[src/rtl/bas_pkg.sv]
package bas_pkg;
  typedef enum logic {
    ORD_LINEAR     = 1'b0,
    ORD_INTERLEAVE = 1'b1
  } order_e;

  typedef enum logic [1:0] {
    OP_HOLD = 2'd0,
    OP_STEP = 2'd1,
    OP_LOAD = 2'd2
  } op_e;
endpackage

[src/rtl/bas_ctrl.sv]
module bas_ctrl
  import bas_pkg::*;
(
  input  logic proc_go,
  input  logic ctrl_go,
  input  logic adv,
  output op_e  op
);
  // a start strobe wins over advance
  always_comb begin
    if (proc_go || ctrl_go) op = OP_LOAD;
    else if (adv)           op = OP_STEP;
    else                    op = OP_HOLD;
  end
endmodule

[src/rtl/bas_beat_ctr.sv]
module bas_beat_ctr
  import bas_pkg::*;
#(
  parameter int CNT_W = 2
) (
  input  logic             clk,
  input  logic             rst,
  input  op_e              op,
  output logic [CNT_W-1:0] beat_q,
  output logic [CNT_W-1:0] beat_nxt
);
  always_comb begin
    case (op)
      OP_LOAD: beat_nxt = '0;
      OP_STEP: beat_nxt = beat_q + 1'b1;
      default: beat_nxt = beat_q;
    endcase
  end

  always_ff @(posedge clk) begin
    if (rst) beat_q <= '0;
    else     beat_q <= beat_nxt;
  end
endmodule

[src/rtl/bas_order_map.sv]
module bas_order_map
  import bas_pkg::*;
#(
  parameter int CNT_W = 2
) (
  input  logic [CNT_W-1:0] start_lo,
  input  logic [CNT_W-1:0] beat,
  input  order_e           order,
  output logic [CNT_W-1:0] lo
);
  logic [CNT_W-1:0] lin_lo;
  logic [CNT_W-1:0] ilv_lo;

  assign lin_lo = start_lo + beat;   // wraps modulo burst length
  assign ilv_lo = start_lo ^ beat;

  always_comb lo = (order == ORD_INTERLEAVE) ? ilv_lo : lin_lo;
endmodule

[src/rtl/burst_addr_seq.sv]
module burst_addr_seq
  import bas_pkg::*;
#(
  parameter int ADDR_W    = 17,
  parameter int BURST_LEN = 4
) (
  input  logic                         clk,
  input  logic                         rst,
  input  logic                         proc_go_i,
  input  logic                         ctrl_go_i,
  input  logic                         adv_i,
  input  logic                         order_i,
  input  logic [ADDR_W-1:0]            addr_i,
  output logic [ADDR_W-1:0]            addr_o,
  output logic [$clog2(BURST_LEN)-1:0] beat_o
);
  localparam int CNT_W = $clog2(BURST_LEN);

  op_e              op;
  logic [CNT_W-1:0] beat_q;
  logic [CNT_W-1:0] beat_nxt;
  logic [CNT_W-1:0] lo_nxt;
  logic [ADDR_W-1:0] base_q;
  logic [ADDR_W-1:0] addr_q;

  bas_ctrl u_ctrl (
    .proc_go (proc_go_i),
    .ctrl_go (ctrl_go_i),
    .adv     (adv_i),
    .op      (op)
  );

  bas_beat_ctr #(.CNT_W(CNT_W)) u_ctr (
    .clk      (clk),
    .rst      (rst),
    .op       (op),
    .beat_q   (beat_q),
    .beat_nxt (beat_nxt)
  );

  bas_order_map #(.CNT_W(CNT_W)) u_map (
    .start_lo (base_q[CNT_W-1:0]),
    .beat     (beat_nxt),
    .order    (order_e'(order_i)),
    .lo       (lo_nxt)
  );

  always_ff @(posedge clk) begin
    if (rst) begin
      base_q <= '0;
      addr_q <= '0;
    end else begin
      case (op)
        OP_LOAD: begin
          base_q <= addr_i;
          addr_q <= addr_i;
        end
        OP_STEP: addr_q <= {base_q[ADDR_W-1:CNT_W], lo_nxt};
        default: ;
      endcase
    end
  end

  assign addr_o = addr_q;
  assign beat_o = beat_q;
endmodule

[config.mk]
export PLATFORM = sky130hd
export DESIGN_NAME = burst_addr_seq
export DESIGN_NICKNAME = d
export VERILOG_FILES = /design/src/rtl/bas_pkg.sv /design/src/rtl/bas_ctrl.sv /design/src/rtl/bas_beat_ctr.sv /design/src/rtl/bas_order_map.sv /design/src/rtl/burst_addr_seq.sv
export SDC_FILE = /design/constraint.sdc
export NUM_CORES = 1
export LEC_CHECK = 0
export BUFFER_PORTS_ARGS = -buffer_cell sky130_fd_sc_hd__buf_2
export CAP_MARGIN = 15
export CORE_AREA = 5 5 58 60
export CTS_CLUSTER_SIZE = 12
export DETAILED_ROUTE_END_ITERATION = 8
export DIE_AREA = 0 0 63 65
export PLACE_DENSITY = 0.84
export SYNTH_ARGS = -nofsm -noshare
export SYNTH_HDL_FRONTEND = slang
export SYNTH_SLANG_ARGS = --single-unit
export TNS_END_PERCENT = 10
[constraint.sdc]
create_clock -name clk -period 2.8 [get_ports clk]
set_clock_uncertainty 0.1 [all_clocks]
set_input_delay 0.56 -clock clk [delete_from_list [all_inputs] [get_ports clk]]
set_output_delay 0.56 -clock clk [all_outputs]
set_load 0.02 [all_outputs]
==> out/metrics.json <==
{
  "global_routing": {
    "first_global_vias": 1131,
    "antenna_found_initial": 0,
    "grt_first_pass_wirelength_um": 4840,
    "grt_remaining_overflow": 0,
    "grt_start_max_net_pins": 39,
    "grt_total_usage": 0.153
  },
  "logic_synthesis": {
    "post_synth.cell_area_avg_um2": 8.84,
    "synth_edf_count": 0,
    "proportion_of_synthesized_flip_flops_having_asynchronous_set_or_reset": 0,
    "ys_seq_elements": 36,
    "most_used_standard_cells_in_the_synthesized_netlist": "51 x sky130_fd_sc_hd__nand2_1, 36 x sky130_fd_sc_hd__dfxtp_1, 33 x sky130_fd_sc_hd__a21oi_1",
    "synthCells": 161,
    "yosys.cell_count.top_type": "sky130_fd_sc_hd__nand2_1",
    "sequential_fraction_of_the_synthesis_area": 0.507,
    "postSynthNetCount": 185,
    "synthDistinctLibCells": 18,
    "synth_top_area_share": 0.507,
    "synth.area.top_cells": "sky130_fd_sc_hd__dfxtp_1 51%, sky130_fd_sc_hd__nand2_1 13%, sky130_fd_sc_hd__mux2_2 13%, sky130_fd_sc_hd__a21oi_1 12%, sky130_fd_sc_hd__buf_2 1.8%",
    "synth_largest_area_cell": "sky130_fd_sc_hd__dfxtp_1",
    "synthFlopType": "sky130_fd_sc_hd__dfxtp_1",
    "syn_area_um2": 1420,
    "ys.warnings.count": 0
  },
  "sta": {
    "final.period_utilization": 0.580,
    "setup_tns_ns": 0,
    "rsz0062_at_grt": "false",
    "timing.slew.headroom": 0.565,
    "post-route-min-period_ns": 1.63,
    "timing_hold_violations_final": 0,
    "clock.fmax_mhz": 615,
    "setup_violations": 0,
    "final_max_slew_viol_count": 0,
    "timing_worst_slew_pin_value_ns": 0.652,
    "hold_slack_ns": 0.358
  },
  "setup_path": {
    "timing.critical_path.to_type": "flip-flop",
    "critical_path_launch_point": "ctrl_go_i",
    "critPathArrivalTime_ns": 1.79,
    "crit_path_max_fo": 2,
    "r2r.worst_path.cells": 6,
    "worstPathRequired_ns": 2.96,
    "crit-reg2reg-capture": "addr_o[1]",
    "criticalPathCategory": "input pin to flip-flop",
    "kind_of_start_point_of_the_critical_path": "input pin",
    "worst_setup_path_endpoint": "addr_o[1]",
    "reg2reg_from": "u_ctr.beat_q[0]",
    "timing.reg2reg.setup_slack_ns": 1.19
  },
  "clock_network": {
    "holdBufCountCts": 0,
    "clock_insertion_delay_worst_skew_ns": 0.34,
    "clock_tree.htree_level_count": 2,
    "tritoncts.num_buffers": 5,
    "tritoncts_num_sinks": 36,
    "clock_tree.buffer_depth": 2,
    "tritoncts": "done",
    "post_cts_buffers": 0,
    "cts_root_buffer": "sky130_fd_sc_hd__clkbuf_4",
    "cts.clk_slew.worst_paths_ns": 0.10,
    "cts_resized": 0
  },
  "finish": {
    "num_antenna_cells": 0,
    "layout.core_utilization": 0.588,
    "drive_above_1_share": 0.333,
    "design_area_um2": 1690,
    "sequential_cell_area_um2": 721,
    "multiInputGateArea_um2": 657,
    "nets": 225,
    "n_fill_cell": 272,
    "synthesis_to_layout_area_growth_pct": 19.0
  },
  "pwr": {
    "power.static_leakage_nw": 0.771,
    "power-per-cell-area_nw_per_um2": 561,
    "total_power_consumption_of_the_routed_design_mw": 0.950,
    "irDropWorstVdd_v": 0.000458
  },
  "die": {
    "floorplan.io_pins": 42,
    "row_count": 20,
    "core_area_um2": 2880,
    "area_enclosed_by_the_die_boundary_um2": 4100,
    "die_x_um": 63,
    "die_y_um": 65,
    "initial_utilization": 0.494
  },
  "drt": {
    "drtPass1Iterations": 4,
    "avgViaCountPerCell": 5.08,
    "detail_route.wirelength_um": 2920,
    "drt_iter0_drc": 19,
    "wl_per_cell_um": 12.5,
    "vias": 1188,
    "drc": 0,
    "final_antenna_net_count": 0
  },
  "placement": {
    "dp_hpwl_um": 1980,
    "dpl-instance-area_um2": 1650,
    "place.port_buffers": 41,
    "last_weighted_congestion_value_of_the_routability_driven_placer": 0.746
  },
  "flow_run": {
    "drv.max_cap_violation_count": 0
  },
  "worst_hold_path": {
    "hp-class": "flip-flop to flip-flop"
  },
  "status": {
    "status": "completed"
  }
}
critical path: stages:
cell                       delay [ns]
sky130_fd_sc_hd__buf_2           0.11
sky130_fd_sc_hd__or2_1           0.23
sky130_fd_sc_hd__nor2_1          0.11
sky130_fd_sc_hd__ha_1            0.14
sky130_fd_sc_hd__nor2b_1         0.16
sky130_fd_sc_hd__xnor3_1         0.32
sky130_fd_sc_hd__o221ai_1        0.16
per-layer routing:
metal / GRT usage / wire length [um] / vias to the layer above
li1: - / - / 620
met1: 0.154 / 1250 / 533
met2: 0.263 / 1400 / 29
met3: 0.0676 / 197 / 6
met4: 0.0796 / 66 / 0
met5: 0 / 0 / -
flip-flops by register name (all words and copies together), names as in the netlist:
register,flops
addr_o,17
base_q,17
u_ctr.beat_q,2
through the flow:
stage               cells  worst slack (ns)
finish                234              1.17
global route          234              1.09
CTS                   234              1.18
detailed placement    227             0.819
global placement      227             0.843
floorplan             161             0.792
power breakdown:
part	leakage, nW	internal [mW]	switching (mW)
sequential	0.298	0.543	0.0147
combinational	0.444	0.0605	0.0784
clock	0.0281	0.0924	0.161
total	0.771	0.696	0.254
how the worst min path moves through the flow:
stage,endpoint,slack (ns),startpoint,depth (start not counted)
2_1_floorplan,base_q[10],0.33,base_q[10],2
3_3_place_gp,base_q[9],0.34,base_q[9],2
3_5_place_dp,base_q[5],0.35,base_q[5],2
4_1_cts,base_q[5],0.36,base_q[5],2
5_1_grt,base_q[11],0.36,addr_i[11],3
6_report,base_q[5],0.36,base_q[5],2
logic make-up (layout without fill, tap and decap cells):
kind of cell,Yosys count,after routing,share of synthesized area
AND/OR/NAND/NOR,59,59,0.168
flip-flops,36,36,0.507
AO/OA/AOI/OAI,34,34,0.122
multiplexers,16,16,0.127
buffers and inverters,11,51,0.0334
XOR/XNOR,4,4,0.0343
adder cells (fa/ha/maj),1,1,0.00879
cell type report:
| class | count | area share |
|---|---|---|
| clock buffer | 6 | 0.0244 |
| clock inverter | 1 | 0.00296 |
| multi-input combinational | 114 | 0.388 |
| sequential | 36 | 0.426 |
| tap | 33 | 0.0244 |
| timing repair buffer | 44 | 0.135 |
placed cells by master (no fill, tap or decap), types with 2 or more instances in the layout:
cell type                  synthesis  final
sky130_fd_sc_hd__buf_4             0      3
sky130_fd_sc_hd__dfxtp_1          36     36
sky130_fd_sc_hd__nor3_1            2      2
sky130_fd_sc_hd__nand2_1          51     51
sky130_fd_sc_hd__a21oi_1          33     33
sky130_fd_sc_hd__buf_2             5     41
sky130_fd_sc_hd__clkbuf_4          0      5
sky130_fd_sc_hd__mux2_2           16     16
sky130_fd_sc_hd__xor2_1            2      2
No activity file was read; power rests on OpenSTA's default activity.
